===== config.mk =====
export PLATFORM = sky130hd
export DESIGN_NAME = itmr_pair
export DESIGN_NICKNAME = d
export VERILOG_FILES = /design/src/rtl/itmr_pkg.sv /design/src/rtl/itmr_prescaler.sv /design/src/rtl/itmr_tap_sel.sv /design/src/rtl/itmr_counter.sv /design/src/rtl/itmr_pair.sv
export SDC_FILE = /design/constraint.sdc
export NUM_CORES = 1
export LEC_CHECK = 0
export ABC_AREA = 1
export ABC_CLOCK_PERIOD_IN_PS = 4700
export BUFFER_PORTS_ARGS = -buffer_cell sky130_fd_sc_hd__buf_2
export CAP_MARGIN = 10
export CORE_MARGIN = 8
export CORE_UTILIZATION = 61
export DETAILED_ROUTE_END_ITERATION = 7
export GPL_ROUTABILITY_DRIVEN = 0
export MAX_ROUTING_LAYER = met4
export PLACE_DENSITY = 0.8
export SYNTH_ARGS = -nofsm -noshare
export SYNTH_HDL_FRONTEND = slang
export SYNTH_HIERARCHICAL = 1
export SYNTH_SLANG_ARGS = --single-unit

===== constraint.sdc =====
create_clock -name clk -period 4.7 [get_ports clk]
set_clock_uncertainty 0.1 [all_clocks]
set_input_delay 0.235 -clock clk [delete_from_list [all_inputs] [get_ports clk]]
set_output_delay 0.235 -clock clk [all_outputs]
set_load 0.05 [all_outputs]

===== src/rtl/itmr_pkg.sv =====
package itmr_pkg;

    localparam int CNT_W = 8;
    localparam int PRE_W = 12;
    localparam int EXP_W = 4;

    typedef enum logic [1:0] {
        SRC_DIV_XL = 2'd0,
        SRC_DIV_L  = 2'd1,
        SRC_DIV_M  = 2'd2,
        SRC_DIV_S  = 2'd3
    } src_sel_e;

    typedef struct packed {
        logic run;
        logic tick;
        logic clr;
    } unit_ctl_t;

    // Divider exponent: the tick period is 2^exp clock cycles.
    function automatic logic [EXP_W-1:0] tap_exp(input src_sel_e sel, input logic rng);
        logic [EXP_W-1:0] base;
        case (sel)
            SRC_DIV_XL: base = EXP_W'(11);
            SRC_DIV_L:  base = EXP_W'(7);
            SRC_DIV_M:  base = EXP_W'(5);
            default:    base = EXP_W'(3);
        endcase
        return base + EXP_W'(rng);
    endfunction

endpackage


===== src/rtl/itmr_prescaler.sv =====
module itmr_prescaler #(
    parameter int PW = 12
) (
    input  logic          clk,
    input  logic          rst,
    output logic [PW-1:0] taps
);

    logic [PW-1:0] div_q;

    always_ff @(posedge clk) begin
        if (rst) div_q <= '0;
        else     div_q <= div_q + PW'(1);
    end

    // taps[k] is high for one cycle in every 2^(k+1), on the rising edge of bit k
    for (genvar k = 0; k < PW; k++) begin : g_tap
        localparam logic [PW-1:0] MSK = PW'((64'd1 << (k + 1)) - 64'd1);
        localparam logic [PW-1:0] HIT = PW'(64'd1 << k);
        assign taps[k] = ((div_q & MSK) == HIT);
    end

    AST_TAPS_EXCLUSIVE: assert property (@(posedge clk) disable iff (rst)
        $onehot0(taps));

endmodule


===== src/rtl/itmr_tap_sel.sv =====
module itmr_tap_sel
    import itmr_pkg::*;
#(
    parameter int PW = 12
) (
    input  logic [PW-1:0] taps,
    input  logic [1:0]    sel,
    input  logic          rng,
    output logic          tick
);

    logic [EXP_W-1:0] exp_v;

    always_comb begin
        exp_v = tap_exp(src_sel_e'(sel), rng);
        tick  = taps[exp_v - EXP_W'(1)];
    end

endmodule


===== src/rtl/itmr_counter.sv =====
module itmr_counter #(
    parameter int W = 8
) (
    input  logic         clk,
    input  logic         rst,
    input  logic         run,
    input  logic         tick,
    input  logic         clr,
    output logic [W-1:0] cnt,
    output logic         active
);

    logic run_q;

    always_ff @(posedge clk) begin
        if (rst) begin
            cnt   <= '0;
            run_q <= 1'b0;
        end else begin
            run_q <= run;
            if (run && !run_q)  cnt <= '0;
            else if (run && clr)  cnt <= '0;
            else if (run && tick) cnt <= cnt + W'(1);
        end
    end

    assign active = run & run_q;

    AST_FROZEN_WHEN_STOPPED: assert property (@(posedge clk) disable iff (rst)
        !run |=> $stable(cnt));
    AST_START_CLEARS: assert property (@(posedge clk) disable iff (rst)
        (run && !run_q) |=> (cnt == '0));
    AST_STEP_ON_TICK: assert property (@(posedge clk) disable iff (rst)
        (active && tick && !clr) |=> (cnt == W'($past(cnt) + W'(1))));

endmodule


===== src/rtl/itmr_pair.sv =====
module itmr_pair
    import itmr_pkg::*;
#(
    parameter int CW = CNT_W,
    parameter int PW = PRE_W
) (
    input  logic          clk,
    input  logic          rst,
    input  logic          chain_en,
    input  logic          div_range,
    input  logic          run_lo,
    input  logic          run_hi,
    input  logic [1:0]    src_sel_lo,
    input  logic [1:0]    src_sel_hi,
    input  logic          cmp_we_lo,
    input  logic          cmp_we_hi,
    input  logic [CW-1:0] cmp_wdata,
    output logic          irq_lo,
    output logic          irq_hi
);

    localparam int CW2 = 2 * CW;

    logic [PW-1:0] taps;
    logic          tsrc_lo, tsrc_hi;
    logic [CW-1:0] cmp_lo_q, cmp_hi_q;
    logic [CW-1:0] cnt_lo, cnt_hi;
    logic          act_lo, act_hi;
    logic [CW-1:0] lo_nxt, hi_nxt_sep, hi_nxt_ch;
    logic          carry, hit_lo, hit_hi, hit16;
    unit_ctl_t     ctl_lo, ctl_hi;

    itmr_prescaler #(.PW(PW)) u_presc (
        .clk (clk),
        .rst (rst),
        .taps(taps)
    );

    itmr_tap_sel #(.PW(PW)) u_sel_lo (
        .taps(taps), .sel(src_sel_lo), .rng(div_range), .tick(tsrc_lo)
    );

    itmr_tap_sel #(.PW(PW)) u_sel_hi (
        .taps(taps), .sel(src_sel_hi), .rng(div_range), .tick(tsrc_hi)
    );

    // Unbuffered compare registers: a write is used on the very next tick.
    always_ff @(posedge clk) begin
        if (rst) begin
            cmp_lo_q <= '0;
            cmp_hi_q <= '0;
        end else begin
            if (cmp_we_lo) cmp_lo_q <= cmp_wdata;
            if (cmp_we_hi) cmp_hi_q <= cmp_wdata;
        end
    end

    always_comb begin
        lo_nxt     = cnt_lo + CW'(1);
        hi_nxt_sep = cnt_hi + CW'(1);
        carry      = act_lo & tsrc_lo & (cnt_lo == '1);
        hi_nxt_ch  = cnt_hi + CW'(carry);
        hit_lo     = act_lo & tsrc_lo & (lo_nxt == cmp_lo_q);
        hit_hi     = act_hi & tsrc_hi & (hi_nxt_sep == cmp_hi_q);
        hit16      = act_lo & tsrc_lo &
                     ({hi_nxt_ch, lo_nxt} == CW2'({cmp_hi_q, cmp_lo_q}));

        ctl_lo.run  = run_lo;
        ctl_lo.tick = tsrc_lo;
        ctl_lo.clr  = chain_en ? hit16 : hit_lo;

        ctl_hi.run  = chain_en ? run_lo : run_hi;
        ctl_hi.tick = chain_en ? carry  : tsrc_hi;
        ctl_hi.clr  = chain_en ? hit16  : hit_hi;
    end

    itmr_counter #(.W(CW)) u_cnt_lo (
        .clk   (clk),
        .rst   (rst),
        .run   (ctl_lo.run),
        .tick  (ctl_lo.tick),
        .clr   (ctl_lo.clr),
        .cnt   (cnt_lo),
        .active(act_lo)
    );

    itmr_counter #(.W(CW)) u_cnt_hi (
        .clk   (clk),
        .rst   (rst),
        .run   (ctl_hi.run),
        .tick  (ctl_hi.tick),
        .clr   (ctl_hi.clr),
        .cnt   (cnt_hi),
        .active(act_hi)
    );

    always_ff @(posedge clk) begin
        if (rst) begin
            irq_lo <= 1'b0;
            irq_hi <= 1'b0;
        end else begin
            irq_lo <= !chain_en && hit_lo;
            irq_hi <= chain_en ? hit16 : hit_hi;
        end
    end

    AST_IRQ_LO_SINGLE: assert property (@(posedge clk) disable iff (rst)
        irq_lo |=> !irq_lo);
    AST_IRQ_HI_SINGLE: assert property (@(posedge clk) disable iff (rst)
        irq_hi |=> !irq_hi);
    AST_CHAIN_LO_QUIET: assert property (@(posedge clk) disable iff (rst)
        (chain_en && $past(chain_en)) |-> !irq_lo);
    AST_IRQ_NEEDS_RUN: assert property (@(posedge clk) disable iff (rst)
        irq_lo |-> $past(run_lo));

endmodule


==> impl_results.rst <==
.. list-table::
   :header-rows: 1

   * - Metric
     - Value
   * - Global-route usage over all layers
     - 18.8%
   * - CP dominant cell by count
     - nand2_1
   * - Combinational family with the most area after synthesis
     - simple AND/OR/NAND/NOR gates
   * - Final cell utilization of the core
     - 68.5%
   * - Combinational share of power
     - 13.5%
   * - Most common cell after layout, fill and taps aside
     - nand2_1
   * - Final HPWL DP
     - 5850 um
   * - Worst skew pair latency
     - 0.30 ns
   * - Core box area
     - 5540 um^2
   * - Via count
     - 3,376
   * - Fraction of synthesized cell area in xor and xnor cells
     - 4.42%
   * - Area growth from synthesis to layout
     - 7.32%
   * - Peak-usage layer in the global routing report
     - met2
   * - Layout cell share with drive strength beyond 1
     - 12.5%
   * - Relative contribution of sequential cells to total power
     - 47.8%
   * - Clock tree from TritonCTS
     - yes
   * - Status
     - completed
   * - I/O Buffers
     - 21
   * - Cell type of the slowest stage on the worst timing path
     - dfxtp_1
   * - Number of max-cap violations
     - 0
   * - Complex-gate fraction of the synthesized area
     - 8.07%
   * - Part of the power in the clock network
     - 38.7%
   * - Slack of the worst reg-to-reg path
     - 0.75 ns
   * - Die ar.
     - 8490 um^2
   * - Synth top area cells
     - dfxtp_1 27%, nand2_1 17%, inv_1 11%
   * - Number of warnings printed during yosys synthesis
     - 6
   * - Global-route wire length before repair
     - 13,200 um
   * - Number of storage elements in the synthesis netlist
     - 48
   * - Post-DR wirelength/cell
     - 11.6 um
   * - Met2 capacity usage during global routing
     - 30.5%
   * - Detailed Route WL
     - 7630 um
   * - Drt pass-1 iters
     - 4
   * - Post-synth top area cell
     - dfxtp_1
   * - Worst Path Max Fanout
     - 6
   * - Worst EP required
     - 4.83 ns
   * - Shortest clock period the worst path allows after layout
     - 3.95 ns
   * - Slew @ Worst Pin
     - 0.626 ns
   * - Vias per std cell
     - 5.15
   * - Fraction of the cycle the final worst path needs
     - 84.1%
   * - Number of max-slew violations in the final report
     - 0
   * - Area share of and/or/nand/nor cells after synthesis
     - 41.9%
   * - Switch share
     - 25.3%
   * - Max Fclk
     - 0.253 GHz
   * - Width of the die
     - 92.1 um
   * - Power density normalized to cell area
     - 238 nW/um^2
   * - CTS sink count
     - 48
   * - Clk pin slew, worst setup/hold paths
     - 0.09 ns
   * - Number of hold buffers added after cts
     - 0
   * - Total number of nets in the final design
     - 618
   * - Synthesized instance count
     - 565
   * - CTS Buffer Depth
     - 2
   * - Maximum number of pins on one net before global-route repair
     - 30
   * - Critical setup path kind
     - reg2reg
   * - Antenna violations before repair
     - 0
   * - Sequential element share of the synthesized area
     - 27.2%
   * - Number of diodes
     - 0
   * - Relative slew slack
     - 58.3%
   * - Share of cell area taken by muxes after synthesis
     - 0.318%
   * - Cell at the root of the clock tree
     - clkbuf_8
   * - CP endpoint kind
     - flip-flop
   * - Drt initial violations
     - 177
   * - Setup Total Neg Slack
     - 0 ns
   * - GRT met3 Usage
     - 3.59%
   * - Top Ports
     - 22
   * - Internal power
     - 0.675 mW
   * - Number of fillers in the final layout
     - 495
   * - CP max stage delay
     - 0.36 ns
   * - Starting utilization of the core area
     - 63.8%
   * - Mapped Nets
     - 599
   * - Net Switching
     - 0.229 mW
   * - Number of instances resized during post-cts repair
     - 0
   * - Total count of hold-check failures in the final report
     - 0
   * - Routed Antenna Nets
     - 0
   * - Path type of the worst min-delay path
     - in2reg
   * - DRC violation count after routing
     - 0
   * - Overall die height
     - 92.1 um
   * - Portion of synthesized cell area occupied by the leading cell type
     - 27.2%
   * - Data arrival time of the critical path
     - 4.08 ns
   * - Leading cell types in the layout, fill and taps excluded
     - 161 x nand2_1, 103 x inv_1, 61 x nor2_1
   * - Global-route congestion overflow total
     - 0
   * - Final setup violation count
     - 0
   * - Number of setup buffers added after CTS
     - 0
   * - Vias in the first global route
     - 3,109
   * - Met1 capacity usage during global routing
     - 22.7%
   * - Leakage Power
     - 1.78 nW
   * - Maximum ir drop on the vdd rail
     - 0.000120 V
   * - Post-route worst hold slack
     - 0.0824 ns
   * - Number of buffers added by the clock tree synthesis step
     - 5
   * - Kind of start point of the critical path
     - flip-flop
   * - Synthesized-area fraction occupied by adder cells
     - 4.95%
   * - Total number of H-tree levels
     - 2
   * - Mean cell area of the mapped netlist
     - 6.26 um^2
   * - Num rows
     - 27
   * - Area of the mapped netlist
     - 3540 um^2
   * - RSZ-0062 raised after global routing
     - no
   * - Total power consumption of the routed design
     - 0.904 mW
   * - Unique masters post-synth
     - 35
-- state kept, by name (all words and copies together), names as in the netlist --
name            count
cmp_hi_q            8
cmp_lo_q            8
irq_hi              1
irq_lo              1
u_cnt_hi/cnt        8
u_cnt_hi/run_q      1
u_cnt_lo/cnt        8
u_cnt_lo/run_q      1
u_presc/div_q      12
-- per-layer routing --
layer	vias to the layer above	routed length [um]	share of wire [%]
met2	63	3590	47
li1	1775	-	-
met1	1529	3650	48
met4	0	106	1.4
met5	-	0	0
met3	9	285	3.7
-- kinds of logic (layout without fill, tap and decap cells) --
logic type / count (synthesis) / count (layout)
AOI/OAI and AO/OA: 47 / 47
xor gates and xnor gates: 17 / 17
adders and majority gates: 14 / 14
buffers and inverters: 116 / 135
DFF: 48 / 48
muxes: 1 / 1
and+or+nand+nor: 322 / 322
-- Yosys cell counts (all sizes together) --
cell / n
a211oi: 11
a21o: 1
a21oi: 23
a31oi: 2
buf: 4
clkbuf: 5
clkinv: 1
dfxtp: 48
ha: 14
inv: 106
mux2: 1
nand2: 171
nand3: 56
nand3b: 2
nand4: 5
nor2: 80
nor3: 7
nor4: 1
o21a: 1
o21ai: 9
xnor2: 12
xor2: 5
-- final timing paths --
kind | endpoint | from | depth (start not counted)
max | u_cnt_hi/cnt[0] | u_presc/div_q[0] | 32
min | cmp_hi_q[7] | cmp_wdata[7] | 3
max reg2reg | u_cnt_hi/cnt[0] | u_presc/div_q[0] | 32
min reg2reg | cmp_lo_q[2] | cmp_lo_q[2] | 2
-- power groups by stage --
stage,registers [mW],logic (mW),clock network (mW)
6_report,0.432,0.122,0.349
4_1_cts,0.432,0.122,0.357
3_5_place_dp,0.441,0.122,0
3_3_place_gp,0.441,0.119,0
2_1_floorplan,0.438,0.0944,0
5_1_grt,0.434,0.140,0.372
-- worst max-delay path: cells and delay by family (launching register included) --
kind | cells | cell delay (ns)
and+or+nand+nor | 22 | 2.04
adders and majority gates | 3 | 0.62
buffers and inverters | 6 | 0.50
AOI/OAI and AO/OA | 1 | 0.26
DFF | 1 | 0.36
-- cell type report --
type                    count  area [um^2]  share of cell area (%)
inverters                 107          402                    10.6
well taps                  72         90.1                    2.37
flip-flops and latches     48          961                    25.3
multi-input cells         401         2110                    55.6
clock buffers               5         68.8                    1.81
clock inverters             2         60.1                    1.58
repair buffers             21          105                    2.77
-- stage by stage --
step / area, um^2 / std cells / setup WS, ns
final: 3790 / 656 / 0.746
after global routing: 3790 / 656 / 0.207
after CTS: 3790 / 656 / 0.793
after detailed placement: 3670 / 649 / 0.854
after global placement: 3670 / 649 / 1.02
after floorplan: 3540 / 565 / 1.30
No activity file was read; power rests on OpenSTA's default activity.
